$ cat config.mk
export PLATFORM = sky130hd
export DESIGN_NAME = fwwin_remap
export DESIGN_NICKNAME = d
export VERILOG_FILES = /design/src/rtl/fwwin_pkg.sv /design/src/rtl/fwwin_csr.sv /design/src/rtl/fwwin_match.sv /design/src/rtl/fwwin_form.sv /design/src/rtl/fwwin_stage.sv /design/src/rtl/fwwin_remap.sv
export SDC_FILE = /design/constraint.sdc
export NUM_CORES = 1
export LEC_CHECK = 0
export BUFFER_PORTS_ARGS = -buffer_cell sky130_fd_sc_hd__buf_4
export CORE_UTILIZATION = 45
export DETAILED_ROUTE_END_ITERATION = 7
export PLACE_DENSITY_LB_ADDON = 0.15
export SLEW_MARGIN = 20
export SYNTH_ARGS = -nofsm -noshare
export SYNTH_HDL_FRONTEND = slang
export SYNTH_HIERARCHICAL = 1
export SYNTH_SLANG_ARGS = --single-unit
$ cat constraint.sdc
create_clock -name clk -period 4.7 [get_ports clk]
set_input_delay 0.47 -clock clk [delete_from_list [all_inputs] [get_ports clk]]
set_output_delay 0.47 -clock clk [all_outputs]
set_load 0.1 [all_outputs]
$ cat src/rtl/fwwin_pkg.sv
package fwwin_pkg;
  localparam int unsigned FW_ADDR_W   = 32;
  localparam int unsigned FW_CSR_AW   = 8;
  localparam int unsigned OFS_CTRL    = 'h00;
  localparam int unsigned OFS_BASE    = 'h08;
  localparam int unsigned OFS_MASK    = 'h0C;
  localparam int unsigned BIT_XLATE   = 8;
  localparam int unsigned BIT_FWCYC   = 10;

  typedef enum logic [1:0] {
    SEL_NONE = 2'd0,
    SEL_CTRL = 2'd1,
    SEL_BASE = 2'd2,
    SEL_MASK = 2'd3
  } csr_sel_e;
endpackage

$ cat src/rtl/fwwin_csr.sv
module fwwin_csr
  import fwwin_pkg::*;
#(
  parameter int unsigned DATA_W    = FW_ADDR_W,
  parameter int unsigned CSR_AW    = FW_CSR_AW,
  parameter int unsigned XLATE_BIT = BIT_XLATE,
  parameter int unsigned FWCYC_BIT = BIT_FWCYC
) (
  input  logic                clk,
  input  logic                rst_n,
  input  logic                csr_wr,
  input  logic [CSR_AW-1:0]   csr_addr,
  input  logic [DATA_W-1:0]   csr_wdata,
  output logic [DATA_W-1:0]   csr_rdata,
  output logic                win_on,
  output logic [DATA_W/2-1:0] base_local,
  output logic [DATA_W/2-1:0] base_host,
  output logic [DATA_W/2-1:0] mask_repl,
  output logic [DATA_W/2-1:0] mask_keep
);
  localparam int unsigned HALF_W = DATA_W / 2;

  function automatic csr_sel_e decode(input logic [CSR_AW-1:0] a);
    if (a == CSR_AW'(OFS_CTRL))      return SEL_CTRL;
    else if (a == CSR_AW'(OFS_BASE)) return SEL_BASE;
    else if (a == CSR_AW'(OFS_MASK)) return SEL_MASK;
    else                             return SEL_NONE;
  endfunction

  csr_sel_e            sel;
  logic                xlate_q;
  logic                fwcyc_q;
  logic [DATA_W-1:0]   base_q;
  logic [DATA_W-1:0]   mask_q;

  assign sel = decode(csr_addr);

  always_ff @(posedge clk or negedge rst_n) begin
    if (!rst_n) begin
      xlate_q <= 1'b0;
      fwcyc_q <= 1'b0;
      base_q  <= '0;
      mask_q  <= '0;
    end else if (csr_wr) begin
      unique case (sel)
        SEL_CTRL: begin
          xlate_q <= csr_wdata[XLATE_BIT];
          fwcyc_q <= csr_wdata[FWCYC_BIT];
        end
        SEL_BASE: base_q <= csr_wdata;
        SEL_MASK: mask_q <= csr_wdata;
        default:  ;
      endcase
    end
  end

  always_comb begin
    csr_rdata = '0;
    unique case (sel)
      SEL_CTRL: begin
        csr_rdata[XLATE_BIT] = xlate_q;
        csr_rdata[FWCYC_BIT] = fwcyc_q;
      end
      SEL_BASE: csr_rdata = base_q;
      SEL_MASK: csr_rdata = mask_q;
      default:  csr_rdata = '0;
    endcase
  end

  assign win_on     = xlate_q & fwcyc_q;
  assign base_local = base_q[DATA_W-1:HALF_W];
  assign base_host  = base_q[HALF_W-1:0];
  assign mask_repl  = mask_q[DATA_W-1:HALF_W];
  assign mask_keep  = mask_q[HALF_W-1:0];

  AST_UNMAPPED_WRITE_IGNORED: assert property (@(posedge clk) disable iff (!rst_n)
    (csr_wr && sel == SEL_NONE) |=> ($stable(base_q) && $stable(mask_q) && $stable(win_on)));
endmodule

$ cat src/rtl/fwwin_match.sv
module fwwin_match #(
  parameter int unsigned HALF_W = 16
) (
  input  logic [HALF_W-1:0] req_hi,
  input  logic [HALF_W-1:0] host_hi,
  input  logic [HALF_W-1:0] keep,
  output logic              hit_raw
);
  logic [HALF_W-1:0] differs;

  for (genvar i = 0; i < HALF_W; i++) begin : g_bit
    assign differs[i] = ~keep[i] & (req_hi[i] ^ host_hi[i]);
  end

  assign hit_raw = ~|differs;
endmodule

$ cat src/rtl/fwwin_form.sv
module fwwin_form #(
  parameter int unsigned HALF_W = 16
) (
  input  logic [HALF_W-1:0] req_hi,
  input  logic [HALF_W-1:0] local_base,
  input  logic [HALF_W-1:0] repl,
  input  logic [HALF_W-1:0] keep,
  output logic [HALF_W-1:0] local_hi
);
  for (genvar i = 0; i < HALF_W; i++) begin : g_bit
    always_comb begin
      if (repl[i])      local_hi[i] = local_base[i];
      else if (keep[i]) local_hi[i] = req_hi[i];
      else              local_hi[i] = 1'b0;
    end
  end
endmodule

$ cat src/rtl/fwwin_stage.sv
module fwwin_stage #(
  parameter int unsigned ADDR_W = 32
) (
  input  logic              clk,
  input  logic              rst_n,
  input  logic              in_valid,
  output logic              in_ready,
  input  logic              in_hit,
  input  logic              in_wr,
  input  logic [ADDR_W-1:0] in_addr,
  output logic              out_valid,
  input  logic              out_ready,
  output logic              out_hit,
  output logic              out_wr,
  output logic [ADDR_W-1:0] out_addr
);
  assign in_ready = ~out_valid | out_ready;

  always_ff @(posedge clk or negedge rst_n) begin
    if (!rst_n) begin
      out_valid <= 1'b0;
      out_hit   <= 1'b0;
      out_wr    <= 1'b0;
      out_addr  <= '0;
    end else if (in_ready) begin
      out_valid <= in_valid;
      if (in_valid) begin
        out_hit  <= in_hit;
        out_wr   <= in_wr;
        out_addr <= in_addr;
      end
    end
  end

  AST_STALL_HOLDS: assert property (@(posedge clk) disable iff (!rst_n)
    (out_valid && !out_ready) |=> (out_valid && $stable(out_hit) && $stable(out_wr) && $stable(out_addr)));
  AST_ONE_CYCLE_LATENCY: assert property (@(posedge clk) disable iff (!rst_n)
    (in_valid && in_ready) |=> out_valid);
endmodule

$ cat src/rtl/fwwin_remap.sv
module fwwin_remap
  import fwwin_pkg::*;
#(
  parameter int unsigned ADDR_W = FW_ADDR_W,
  parameter int unsigned CSR_AW = FW_CSR_AW
) (
  input  logic              clk,
  input  logic              rst_n,
  input  logic              csr_wr,
  input  logic [CSR_AW-1:0] csr_addr,
  input  logic [ADDR_W-1:0] csr_wdata,
  output logic [ADDR_W-1:0] csr_rdata,
  input  logic              req_valid,
  output logic              req_ready,
  input  logic [ADDR_W-1:0] req_addr,
  input  logic              req_write,
  output logic              rsp_valid,
  input  logic              rsp_ready,
  output logic              rsp_hit,
  output logic [ADDR_W-1:0] rsp_addr,
  output logic              rsp_write
);
  localparam int unsigned HALF_W = ADDR_W / 2;

  logic              win_on;
  logic [HALF_W-1:0] base_local;
  logic [HALF_W-1:0] base_host;
  logic [HALF_W-1:0] mask_repl;
  logic [HALF_W-1:0] mask_keep;
  logic              hit_raw;
  logic              hit_now;
  logic [HALF_W-1:0] local_hi;
  logic [ADDR_W-1:0] xl_addr;

  fwwin_csr #(
    .DATA_W (ADDR_W),
    .CSR_AW (CSR_AW)
  ) i_csr (
    .clk        (clk),
    .rst_n      (rst_n),
    .csr_wr     (csr_wr),
    .csr_addr   (csr_addr),
    .csr_wdata  (csr_wdata),
    .csr_rdata  (csr_rdata),
    .win_on     (win_on),
    .base_local (base_local),
    .base_host  (base_host),
    .mask_repl  (mask_repl),
    .mask_keep  (mask_keep)
  );

  fwwin_match #(.HALF_W(HALF_W)) i_match (
    .req_hi  (req_addr[ADDR_W-1:HALF_W]),
    .host_hi (base_host),
    .keep    (mask_keep),
    .hit_raw (hit_raw)
  );

  fwwin_form #(.HALF_W(HALF_W)) i_form (
    .req_hi     (req_addr[ADDR_W-1:HALF_W]),
    .local_base (base_local),
    .repl       (mask_repl),
    .keep       (mask_keep),
    .local_hi   (local_hi)
  );

  assign hit_now = hit_raw & win_on;
  assign xl_addr = hit_now ? {local_hi, req_addr[HALF_W-1:0]} : '0;

  fwwin_stage #(.ADDR_W(ADDR_W)) i_stage (
    .clk       (clk),
    .rst_n     (rst_n),
    .in_valid  (req_valid),
    .in_ready  (req_ready),
    .in_hit    (hit_now),
    .in_wr     (req_write),
    .in_addr   (xl_addr),
    .out_valid (rsp_valid),
    .out_ready (rsp_ready),
    .out_hit   (rsp_hit),
    .out_wr    (rsp_write),
    .out_addr  (rsp_addr)
  );

  AST_MISS_GIVES_ZERO: assert property (@(posedge clk) disable iff (!rst_n)
    (rsp_valid && !rsp_hit) |-> (rsp_addr == '0));
  AST_HIT_NEEDS_WINDOW: assert property (@(posedge clk) disable iff (!rst_n)
    (req_valid && req_ready && !win_on) |=> !rsp_hit);
  AST_LOW_HALF_PASS: assert property (@(posedge clk) disable iff (!rst_n)
    (req_valid && req_ready) |=> (!rsp_hit || rsp_addr[HALF_W-1:0] == $past(req_addr[HALF_W-1:0])));
endmodule

==> metrics.txt, run 1 <==
clk_lat worst skew=roughly 0.33 ns; Post-Syn Area per Cell=12.55 um2; Die Ht=~110 um; fraction of layout cells with a size suffix above 1=between 50% and 60%; RSZ-0062 raised after global routing=no; TritonRoute pass-1 iters=4; critical path capture point type=output pin; CTS sink count=between 100 and 150; Max Clock Skew=approximately 0.010 ns; final RePlAce weighted congestion=between 0.7 and 0.8; Final Critical Period=2.832 ns; synthesized area=0.005194 mm2; critical path class=in -> out; status=completed; # hold bufs at CTS=0; root buf cell=clkbuf_16; CTS Buf Count=9; Post-CTS Resized=0; Vias=around 3,600; Final Non-Filler Cells=between 600 and 700; leak pwr=between 0.003 and 0.004 uW; Max stage delay cell, worst path=nand2_1; Cell variety after synth=30; first-pass GRT wire length=19,260 um; M1 WL=5656 um; Post-synth EDFFs=0; initial antenna violation count=0; max-slew violation count=0; Rows=38; Worst Max-Slew Pin Slew=roughly 0.96 ns; Slew HR=a little over a third; Top Metal Used=met4; Syn Inst Count=414; n_diodes=0; Setup Buffers After CTS=0; top cells by area, synth=dfrtp_1 49%, mux2_2 15%, mux2_4 8.7%, mux2i_1 6.2%, and3_2 3.3%; Initial Util=roughly 47%; Post-Route WL=~12,000 um; Mapped Nets=slightly below 500; hold crit path type=in -> async; commonest non-fill, non-tap cells in the layout=149 x buf_4, 101 x dfrtp_1, 68 x mux2_2, 33 x nand2_1, 32 x mux2i_1; Final Hold Fails=0; gr ovfl total=0; Final nets=~630; area of the die=~0.012 mm2; largest net degree at the start of global routing=60; CTS tree=done; Die Width=roughly 110 um; DR WL/cell=17.41 um; vias in the first global route=approximately 3,700; commonest non-fill, non-tap cell in the layout=buf_4; Max VDD drop=approximately 0.21 mV; Max Cap Viol=0; sequential area share after synthesis=48.66%; critical path's top delay family=simple AND/OR/NAND/NOR gates; Power Total=roughly 1800 uW; DRT iter0 DRCs=143; CP required=4.23 ns; core area=roughly 0.011 mm2; Final HPWL DP=~8400 um; startpoint types=input port; htree depth=3; setup TNS=0 ns; Synth Register Bits=roughly 100; P per Cell Area=about 280 mW/mm2; worst-path cell chain=buf_4, nor4_4, nand2_1, buf_4, nor2_1, buf_4; DR DRC count=0; critical path's largest stage delay=0.48 ns; Post-synth top flop=dfrtp_1; period utilization=60.25%; P&R area growth vs syn=26.79%; YS warnings=6; dpl cells=roughly 680; Buf/Inv on CP=3; ys async rst share=100.0%; fmax=between 0.3 and 0.4 GHz; I/O pins=approximately 150; Vias/cell=~5.2; Synth area leader=dfrtp_1; WHS=~0.20 ns; routed wire length on met2=approximately 6000 um; most frequent CP cell=buf_4; Setup WS post-layout=about 1.9 ns; Max clock buf depth=2; share of Yosys cell area claimed by the top area cell type=about 50%; Max FO, Critical Path=16; GRT Total Usage=21.24%; ANT nets after route=0; CTS clk-pin slew, worst paths=around 0.070 ns; I/O Buffers=roughly 150; final setup vio count=0; met3 wire len=573 um; fillcell total=around 940; Place WS=1.833 ns; Arrival @ worst endpoint=around 2.4 ns
-- kinds of logic (layout without fill, tap and decap cells) --
logic type / Yosys count / after routing / synth area share, %
and+or+nand+nor: 115 / 115 / 12.29
muxes: 132 / 132 / 30.02
buffers and inverters: 24 / 165 / 3.638
xor gates and xnor gates: 16 / 16 / 2.698
DFF: 101 / 101 / 48.66
AOI/OAI and AO/OA: 26 / 26 / 2.698
-- synthesized netlist by cell type (all sizes together) (2+ instances only) --
library cell / instances
dfrtp: 101
mux2: 100
nand2: 34
and3: 32
mux2i: 32
nor2: 32
o21ai: 18
buf: 16
xnor2: 16
clkbuf: 8
o22ai: 8
and2: 5
nand3: 3
nor3b: 2
or4: 2
-- state kept, by name, summed over array words and instances (netlist names) --
register / flops
i_csr/base_q: 32
i_csr/mask_q: 32
i_stage/out_addr: 32
i_csr/fwcyc_q: 1
i_csr/xlate_q: 1
i_stage/out_hit: 1
i_stage/out_valid: 1
i_stage/out_wr: 1
-- per-layer routing --
metal  track usage (%)  up-vias
li1                  -     1723
met4             4.381        0
met1             28.76     1780
met3             4.386        2
met5                 0        -
met2             35.27       92
-- path summary, 6_finish.rpt --
path / start / endpoint / slack (ns) / depth (start not counted)
max: csr_addr[5] / csr_rdata[27] / 1.87 / 6
min: rst_n / i_stage/out_addr[25] / 0.20 / 1
max reg2reg: i_csr/base_q[2] / i_stage/out_addr[5] / 2.35 / 6
min reg2reg: i_stage/out_wr / i_stage/out_wr / 0.51 / 1
max in group asynchronous: rst_n / i_csr/mask_q[22] / 3.45 / 2
min in group clk: req_valid / i_stage/out_valid / 0.35 / 2
-- power breakdown --
group          leakage [uW]  switching [uW]  internal, uW
Sequential          0.00139            25.1           898
Clock              0.000129             320           377
Combinational       0.00191            99.2           101
-- through the flow --
step                      util (%)  instance area [um2]
after floorplan                  -                 5194
after global placement       57.12                 6301
after detailed placement     57.12                 6301
after CTS                    59.65                 6580
after global routing         59.70                 6585
final                        59.70                 6585
-- final cells by class --
cell class | count | area (um2) | area share (%)
tap | 140 | 175.2 | 2.660
clock buffer | 12 | 246.5 | 3.743
multi-input combinational | 289 | 2485 | 37.74
clock inverter | 4 | 32.53 | 0.4940
timing repair buffer | 149 | 1119 | 16.99
sequential | 101 | 2527 | 38.38
Note: power is estimated with default switching activity, not from simulation.
==> run 2, diff against run 1 <==
- ABC_AREA: not set -> 1
- clock period: 4.7 -> 2.7 ns (I/O delays scaled with it)
==> run 2 against run 1 <==
Clock power rose by 84%. Critical path type is now reg -> reg. Synthesized cell count up 92%. Die area is 13% higher. Area after synthesis up 13%.
==> metrics.txt, run 2 <==
main combinational cell family by area after synthesis=simple AND/OR/NAND/NOR gates; top post-synthesis cells by count=358 x nand2_1, 101 x dfrtp_1, 92 x nand3_1; Post-synth top flop=dfrtp_1; commonest non-fill, non-tap cell in the layout=nand2_1; clk_lat worst skew=around 0.35 ns; I/O Buffers=approximately 150; DR WL/cell=around 13 um; setup TNS=0 ns; CTS sink count=roughly 100; Mapped Nets=between 800 and 900; final RePlAce weighted congestion=~0.76; Max Clock Skew=between 0.004 and 0.005 ns; Post-Route WL=14,760 um; ANT nets after route=0; critical path's top delay family=simple AND/OR/NAND/NOR gates; Slew HR=about two thirds; Initial Util=46.39%; hold path start=csr_wdata[17]; worst-path cell chain=or2_1, nand2_1, nand2_1, nor2_1, nand2_1, nor2_1, nand2_2, buf_4, nor2_1, nand3_1, nand2_1; DR DRC count=0; top cells by area, synth=dfrtp_1 43%, nand2_1 23%, nand3_1 7.8%, nand3_2 6.0%, inv_1 5.6%; Vias/cell=4.701; biggest regs=i_csr/base_q x32, i_csr/mask_q x32, i_stage/out_addr x32; final setup vio count=0; YS warnings=6; period utilization=70.23%; ys async rst share=100.0%; Post-synth EDFFs=0; htree depth=3; Crit path depth=11; CP required=2.98 ns; Synth area leader=dfrtp_1; status=completed; multiplexer share of the synthesized area=0%; Arrival @ worst endpoint=~2.2 ns; Die Width=116.3 um; Worst R2R Start=i_csr/base_q[13]; Syn Inst Count=slightly below 800; gr ovfl total=0; most frequent CP cell=nand2_1; first-pass GRT wire length=23,470 um; DRT iter0 DRCs=about 290; hold crit path type=in -> reg; Cell variety after synth=18; RSZ-0062 raised after global routing=no; Post-Synth Simple-Gate Area=44.66%; P&R area growth vs syn=22.48%; Buf/Inv on CP=1; RR Endpoint=i_stage/out_addr[0]; Final Hold Fails=0; critical path class=reg -> reg; CTS tree=done; fraction of layout cells with a size suffix above 1=between 20 and 30%; CTS Buf Count=9; initial antenna violation count=0; P per Cell Area=around 450 mW/mm2; Power Total=3273 uW; max-slew violation count=0; GRT Total Usage=between 20% and 30%; area of the die=0.01352 mm2; vias in the first global route=4,612; Worst Max-Slew Pin Slew=0.5071 ns; commonest non-fill, non-tap cells in the layout=358 x nand2_1, 151 x buf_4, 101 x dfrtp_1, 92 x nand3_1, 87 x inv_1; startpoint types=register; Max VDD drop=about 0.24 mV; most frequent cell after synthesis=nand2_1; Reg2Reg Depth=11; worst reg-to-reg setup slack=roughly 0.8 ns; critical path capture point type=register; Die Ht=between 100 and 150 um; fmax=around 0.53 GHz; largest net degree at the start of global routing=66; synthesized area=0.005878 mm2; TritonRoute pass-1 iters=4; Rows=41; Final HPWL DP=between 9000 and 10,000 um; Final Critical Period=between 1.5 and 2 ns; Max Cap Viol=0; I/O pins=between 100 and 150; share of Yosys cell area claimed by the top area cell type=43.00%; CP Launch Point=i_csr/base_q[13]; Max stage delay cell, worst path=dfrtp_1; Synth Register Bits=~100; Max FO, Critical Path=27; Critical Path Sink=i_stage/out_addr[0]; Compound-Gate Fraction of Synth Area=less than 1%; root buf cell=clkbuf_16; Post-CTS Resized=0; xor and xnor area share after synthesis=0%; n_diodes=0; Post-Syn Area per Cell=~7.4 um2; sequential area share after synthesis=~43%; critical path's largest stage delay=0.41 ns; Synth Area in Adders=0%; leak pwr=0.004004 uW; CTS clk-pin slew, worst paths=roughly 0.070 ns; Max clock buf depth=2; Vias=roughly 5,100; core area=0.01267 mm2; Final nets=997
==> run 2: cell type report <==
cell class	count	area [um2]
multi-input cells	565	2645
inverters	87	326.6
repair buffers	155	1204
clock buffers	12	246.5
well taps	172	215.2
clock inverters	2	35.03
flip-flops and latches	101	2527
fillers	1256	5472
==> run 2: cell families (layout without fill, tap and decap cells) <==
kind of cell | Yosys count | after routing
AOI/OAI and AO/OA | 4 | 4
buffers and inverters | 127 | 256
DFF | 101 | 101
and+or+nand+nor | 561 | 561
==> run 2: timing repair <==
item | in CTS | in global routing
hold buffers | 1 | 0
endpoints found under the hold margin | 35 | 0
buffers inserted | 0 | 0
==> run 2: worst min path at each step <==
stage / to / slack [ns] / cells past startpoint
6_report: i_csr/mask_q[17] / 0.15 / 3
5_1_grt: i_stage/out_wr / 0.16 / 3
4_1_cts: i_csr/mask_q[17] / 0.15 / 3
3_5_place_dp: i_stage/out_addr[23] / 0.27 / 1
3_3_place_gp: i_stage/out_addr[23] / 0.27 / 1
2_1_floorplan: i_csr/base_q[0] / -0.03 / 0
==> run 2: per-stage QoR <==
step | setup WS, ns | hold WS [ns] | cells | instance area, um2 | util (%)
floorplan | 0.7866 | -0.02559 | 793 | 5878 | -
global placement | 0.8205 | 0.2708 | 1079 | 6908 | 54.52
detailed placement | 0.8067 | 0.2736 | 1079 | 6908 | 54.52
CTS | 0.7921 | 0.1483 | 1094 | 7199 | 56.82
global route | 0.6329 | 0.1592 | 1094 | 7199 | 56.82
finish | 0.8039 | 0.1541 | 1094 | 7199 | 56.82
==> run 2: report_power, final <==
| part | switching, uW | leakage (uW) | internal [uW] |
|---|---|---|---|
| Sequential | 50.0 | 0.00140 | 1560 |
| Combinational | 239 | 0.00247 | 140 |
| Clock | 547 | 0.000139 | 733 |
==> run 2: worst register-to-register path: cells and delay by family (launching register included) <==
| kind | cells | cell delay [ns] |
|---|---|---|
| AND/OR/NAND/NOR | 10 | 1.11 |
| flip-flops | 1 | 0.41 |
| buffers and inverters | 1 | 0.31 |
==> run 2: metal layers <==
layer / GRT usage, % / routed length (um) / vias up
li1: - / - / 2664
met1: 31.37 / 6958 / 2361
met3: 3.529 / 641 / 12
met5: 0 / 0 / -
met4: 7.179 / 184 / 0
met2: 37.24 / 6971 / 106
